<file path="src/rtl/gpio6_pkg.sv">
package gpio6_pkg;
   typedef enum logic [1:0] {
      REG_DIR  = 2'd0,
      REG_DATA = 2'd1,
      REG_PIN  = 2'd2,
      REG_ODC  = 2'd3
   } gp_reg_e;
   localparam int unsigned GP_NUM_REGS = 4;
   localparam int unsigned GP_SEL_W    = 2;
endpackage

</file>
<file path="src/rtl/gpio6_regs.sv">
module gpio6_regs
   import gpio6_pkg::*;
#(
   parameter int unsigned PIN_W = 6,
   parameter bit          OD_EN = 1'b1
) (
   input  logic             clk,
   input  logic             arst_n,
   input  logic             wr_ok,
   input  gp_reg_e          wr_sel,
   input  logic [PIN_W-1:0] wbits,
   output logic [PIN_W-1:0] dir_q,
   output logic [PIN_W-1:0] data_q,
   output logic [PIN_W-1:0] odc_q
);
   logic [PIN_W-1:0] dir_r, data_r;

   always_ff @(posedge clk or negedge arst_n) begin
      if (!arst_n) begin
         dir_r  <= '0;
         data_r <= '0;
      end else if (wr_ok) begin
         unique case (wr_sel)
            REG_DIR:  dir_r  <= wbits;
            REG_DATA: data_r <= wbits;
            default:  ;
         endcase
      end
   end

   generate
      if (OD_EN) begin : g_odc
         logic [PIN_W-1:0] odc_r;
         always_ff @(posedge clk or negedge arst_n) begin
            if (!arst_n)
               odc_r <= '0;
            else if (wr_ok && wr_sel == REG_ODC)
               odc_r <= wbits;
         end
         assign odc_q = odc_r;
      end else begin : g_no_odc
         assign odc_q = '0;
      end
   endgenerate

   assign dir_q  = dir_r;
   assign data_q = data_r;
endmodule

</file>
<file path="src/rtl/gpio6_sync.sv">
module gpio6_sync #(
   parameter int unsigned W      = 6,
   parameter int unsigned STAGES = 2
) (
   input  logic         clk,
   input  logic         arst_n,
   input  logic [W-1:0] d,
   output logic [W-1:0] q
);
   logic [STAGES-1:0][W-1:0] stg;

   generate
      if (STAGES < 2) begin : g_bad
         $error("gpio6_sync needs at least two stages");
      end
      for (genvar s = 0; s < STAGES; s++) begin : g_stage
         always_ff @(posedge clk or negedge arst_n) begin
            if (!arst_n)
               stg[s] <= '0;
            else if (s == 0)
               stg[s] <= d;
            else
               stg[s] <= stg[(s == 0) ? 0 : s-1];
         end
      end
   endgenerate

   assign q = stg[STAGES-1];
endmodule

</file>
<file path="src/rtl/gpio6_padctl.sv">
module gpio6_padctl #(
   parameter int unsigned PIN_W = 6
) (
   input  logic             standby,
   input  logic [PIN_W-1:0] dir,
   input  logic [PIN_W-1:0] data,
   input  logic [PIN_W-1:0] odc,
   input  logic [PIN_W-1:0] ovr_en,
   input  logic [PIN_W-1:0] ovr_oe,
   input  logic [PIN_W-1:0] ovr_out,
   output logic [PIN_W-1:0] pad_oe,
   output logic [PIN_W-1:0] pad_out
);
   generate
      for (genvar i = 0; i < PIN_W; i++) begin : g_pin
         logic reg_oe, reg_out;
         always_comb begin
            if (odc[i]) begin
               reg_oe  = dir[i] & ~data[i];
               reg_out = 1'b0;
            end else begin
               reg_oe  = dir[i];
               reg_out = data[i];
            end
         end
         always_comb begin
            if (standby) begin
               pad_oe[i]  = 1'b0;
               pad_out[i] = 1'b0;
            end else if (ovr_en[i]) begin
               pad_oe[i]  = ovr_oe[i];
               pad_out[i] = ovr_out[i];
            end else begin
               pad_oe[i]  = reg_oe;
               pad_out[i] = reg_out;
            end
         end
      end
   endgenerate
endmodule

</file>
<file path="src/rtl/gpio6_port.sv">
module gpio6_port
   import gpio6_pkg::*;
#(
   parameter int unsigned PIN_W       = 6,
   parameter int unsigned BUS_W       = 8,
   parameter int unsigned ADDR_W      = 8,
   parameter int unsigned SYNC_STAGES = 2,
   parameter bit          OD_EN       = 1'b1
) (
   input  logic              clk,
   input  logic              por_n,
   input  logic              hw_stby,
   input  logic              mrst_n,
   input  logic              sw_stby,
   input  logic              wr_en,
   input  logic              rd_en,
   input  logic [ADDR_W-1:0] addr,
   input  logic [BUS_W-1:0]  wdata,
   output logic [BUS_W-1:0]  rdata,
   input  logic [PIN_W-1:0]  pin_in,
   input  logic [PIN_W-1:0]  ovr_en,
   input  logic [PIN_W-1:0]  ovr_oe,
   input  logic [PIN_W-1:0]  ovr_out,
   output logic [PIN_W-1:0]  pad_oe,
   output logic [PIN_W-1:0]  pad_out
);
   generate
      if (PIN_W > BUS_W) begin : g_chk_w
         $error("PIN_W must not exceed BUS_W");
      end
      if (ADDR_W <= GP_SEL_W) begin : g_chk_a
         $error("ADDR_W must leave room above the register select");
      end
      if (PIN_W < BUS_W) begin : g_resv
         wire unused_resv = ^wdata[BUS_W-1:PIN_W];
      end
   endgenerate

   logic             rst_any_n, sync_rst_n;
   logic             hit, wr_ok;
   gp_reg_e          sel;
   logic [PIN_W-1:0] dir_q, data_q, odc_q, pin_s, pin_view;
   logic [PIN_W-1:0] rd_bits;

   assign rst_any_n  = por_n & ~hw_stby;
   assign sync_rst_n = por_n & mrst_n;
   assign hit        = (addr[ADDR_W-1:GP_SEL_W] == '0);
   assign sel        = gp_reg_e'(addr[GP_SEL_W-1:0]);
   assign wr_ok      = wr_en & hit & ~sw_stby;

   gpio6_regs #(.PIN_W(PIN_W), .OD_EN(OD_EN)) u_regs (
      .clk    (clk),
      .arst_n (rst_any_n),
      .wr_ok  (wr_ok),
      .wr_sel (sel),
      .wbits  (wdata[PIN_W-1:0]),
      .dir_q  (dir_q),
      .data_q (data_q),
      .odc_q  (odc_q)
   );

   gpio6_sync #(.W(PIN_W), .STAGES(SYNC_STAGES)) u_sync (
      .clk    (clk),
      .arst_n (sync_rst_n),
      .d      (pin_in),
      .q      (pin_s)
   );

   gpio6_padctl #(.PIN_W(PIN_W)) u_pad (
      .standby (hw_stby),
      .dir     (dir_q),
      .data    (data_q),
      .odc     (odc_q),
      .ovr_en  (ovr_en),
      .ovr_oe  (ovr_oe),
      .ovr_out (ovr_out),
      .pad_oe  (pad_oe),
      .pad_out (pad_out)
   );

   assign pin_view = (dir_q & data_q) | (~dir_q & pin_s);

   always_comb begin
      unique case (sel)
         REG_DIR:  rd_bits = dir_q;
         REG_DATA: rd_bits = data_q;
         REG_PIN:  rd_bits = pin_view;
         default:  rd_bits = odc_q;
      endcase
   end

   always_comb begin
      rdata = '0;
      if (rd_en && hit)
         rdata[PIN_W-1:0] = rd_bits;
   end
endmodule

</file>
<file path="config.mk">
export PLATFORM = sky130hd
export DESIGN_NAME = gpio6_port
export DESIGN_NICKNAME = d
export VERILOG_FILES = /design/src/rtl/gpio6_pkg.sv /design/src/rtl/gpio6_regs.sv /design/src/rtl/gpio6_sync.sv /design/src/rtl/gpio6_padctl.sv /design/src/rtl/gpio6_port.sv
export SDC_FILE = /design/constraint.sdc
export NUM_CORES = 1
export LEC_CHECK = 0
export ABC_AREA = 1
export BUFFER_PORTS_ARGS = -buffer_cell sky130_fd_sc_hd__buf_2
export CORE_AREA = 2 2 67 69
export CTS_CLUSTER_SIZE = 28
export DETAILED_ROUTE_END_ITERATION = 12
export DIE_AREA = 0 0 69 71
export GPL_TIMING_DRIVEN = 0
export HOLD_SLACK_MARGIN = 0.06
export PLACE_DENSITY = 0.71
export SYNTH_ARGS = -nofsm -noshare
export SYNTH_HDL_FRONTEND = slang
export SYNTH_SLANG_ARGS = --single-unit
</file>
<file path="constraint.sdc">
create_clock -name clk -period 1.1 [get_ports clk]
set_clock_uncertainty 0.2 [all_clocks]
set_input_delay 0.055 -clock clk [delete_from_list [all_inputs] [get_ports clk]]
set_output_delay 0.055 -clock clk [all_outputs]
set_load 0.02 [all_outputs]
</file>
==> qor.csv <==
metric;value;unit
clock_sinks;30;
final_hold_viol_count;0;
setup_viol_count_final;24;
fp.dieW;69;microns
finalCritPeriodShare;1.401;
grt.busiest_layer;met2;
status;finished with violations;
antenna_found_initial;0;
crit_fanout;5;
synth_edf_count;0;
holdPathEnd;u_regs.dir_q[5];
start_util;0.4187;
synth_warnings;0;
ios;67;
p_leak;0.001451;uW
yosysSeqAreaShare;0.4264;
grt_max_degree;19;
required;0.84;ns
clock_path_buffers;2;
dp.cells;358;
synth_cells;243;
violations;setup timing;
htree_num_levels;2;
swShare;0.2533;
clockPowerShare;0.401;
fmax;648.9;MHz
final_nets;387;
synth.largest_area_cell;dfrtp_1;
avgSynthCellArea;7.245;sq um
hp-class;in2reg;
synthTopCellsByArea;dfrtp_1 (43%), nand2_1 (18%), inv_1 (7.9%);
synthArstFlopShare;1.000;
final_cell_area;2696;sq um
critPathKind;reg2out;
p_switching;714.1;uW
tns;-6.419;ns
rsz0062_at_grt;yes;
seq_power_share;0.415;
io_buffers;62;
dieArea;4899;sq um
post-route-min-period;1.541;ns
clock_latency;0.28;ns
multi_input_area;884.6;sq um
grt-ovfl-total;0;
ant_nets;0;
grt_pass1_wl;8142;microns
drive_gt1_frac;0.3735;
drtIter0Drc;116;
via_per_inst;4.893;
setup_slack;-0.4410;ns
cp_data_arrival_time;1.29;ns
fp.coreArea;4204;sq um
cts-buffers-inserted;5;
regToRegEndpoint;u_regs.dir_q[2];
ys_ff_latch;30;
peakVddDrop;924.6;uV
synth_common_cells;nand2_1 (83), inv_1 (37), dfrtp_1 (30);
hold_slack;0.03345;ns
track_usage;0.2100;
use_met1;0.2455;
startpoint_type;register;
pwr-share-comb;0.183;
cts_root_buf;clkbuf_8;
syn2layout_area_growth;53.16;%
vias;1918;
crit_path_end_kind;output port;
fin_util;0.6414;
drcViolationCount;0;
hold_path_depth;4;
wirelength;5033;microns
cts_tree;yes;
r2r-start;u_regs.dir_q[2];
internal-power;2105;uW
synth_area;1760;sq um
drtPass1Iterations;4;
use_met3;0.05413;
grt_use_met2;0.3579;
fill_cells;373;
die_y;71;microns
grt_pass1_vias;1835;
layout.cells.non_filler;392;
dpl_cell_area;2167;sq um
p_per_area;1045;nW/um^2
post_drt_wl_per_cell;12.84;microns
hp-start;addr[1];
hpwl;3348;microns
regArea;752.0;sq um
ff2ff_path_depth;3;
diodes;0;
yosysTopAreaCellShare;0.4264;
synth_most_common_cell;nand2_1;
maxSlewViolCount;0;
r2r_slack;0.09;ns
clk_pin_slew_worst_paths;0.06;ns
synthFlopType;dfrtp_1;
rows;24;
maxCapViolations;0;
ys_types;21;
globalplace.congestion;0.8211;
## per-layer routing
layer | routed length [microns] | vias to the layer above
met4 | 121 | 0
li1 | - | 962
met3 | 301 | 11
met5 | 0 | -
met2 | 2443 | 58
met1 | 2166 | 887
## sequential cells by signal, summed over array words and instances (netlist names)
name           cells
u_regs.dir_q       6
u_regs.odc_q       6
u_regs.data_q      6
u_sync.stg         6
u_sync.q           6
## cells by family (layout without fill, tap and decap cells)
family,after synthesis,after routing,share of synthesized area
DFF,30,30,0.4264
AOI/OAI and AO/OA,26,26,0.08671
buffers and inverters,47,143,0.1201
other,1,2,0.002130
and+or+nand+nor,139,139,0.3646
## cells in the final DEF, fill, tap and decap left out, drive strengths merged, types with 2 or more instances in the layout
cell,synthesis,layout
a21oi,8,8
buf,7,80
clkbuf,2,9
conb,1,2
dfrtp,30,30
dlygate4sd3,0,15
inv,38,38
nand2,83,83
nand3,16,16
nand4,18,18
nor2,20,20
o211ai,9,9
o21ai,9,9
## cell type report
class / instances / area share
repair buffers: 89 / 0.2469
plain buffers: 9 / 0.02738
multi-input cells: 167 / 0.3281
clock inverters: 1 / 0.01114
clock buffers: 6 / 0.03063
flip-flops and latches: 30 / 0.2789
well taps: 52 / 0.02413
inverters: 38 / 0.05290
## repair_timing
action | in CTS | in global routing
pin swaps | 13 | 14
gates resized for setup | 43 | 20
buffers inserted | 8 | 6
setup endpoints to repair | 24 | 50
hold buffers | 14 | 1
endpoints found under the hold margin | 54 | 20
## power groups by stage
stage	clock network (uW)	registers, uW	logic (uW)
2_1_floorplan	0	1180	237
3_3_place_gp	0	1190	396
3_5_place_dp	0	1190	404
4_1_cts	1150	1170	488
5_1_grt	1210	1170	568
6_report	1130	1170	517
## worst max-delay path by stage
stage | startpoint | slack (ns) | end | cells past startpoint
6_report | u_regs.dir_q[0] | -0.44 | rdata[0] | 6
5_1_grt | u_regs.dir_q[1] | -0.51 | rdata[1] | 6
4_1_cts | u_regs.dir_q[1] | -0.42 | rdata[1] | 6
3_5_place_dp | hw_stby | -0.37 | pad_out[4] | 6
3_3_place_gp | hw_stby | -0.33 | pad_out[5] | 6
2_1_floorplan | addr[3] | -0.06 | rdata[2] | 5
## critical path: stages (launching register included)
cell      delay, ns
dfrtp_2        0.44
nand2_2        0.09
o211ai_1       0.10
nand2_1        0.08
inv_1          0.04
nor2_2         0.11
buf_6          0.14
## through the flow
stage,worst slack (ns),power [uW]
detailed placement,-0.3731,1591
global placement,-0.3297,1582
global route,-0.5118,2948
CTS,-0.4154,2800
floorplan,-0.05605,1417
finish,-0.4410,2819
(Power assumes the default switching activity.)
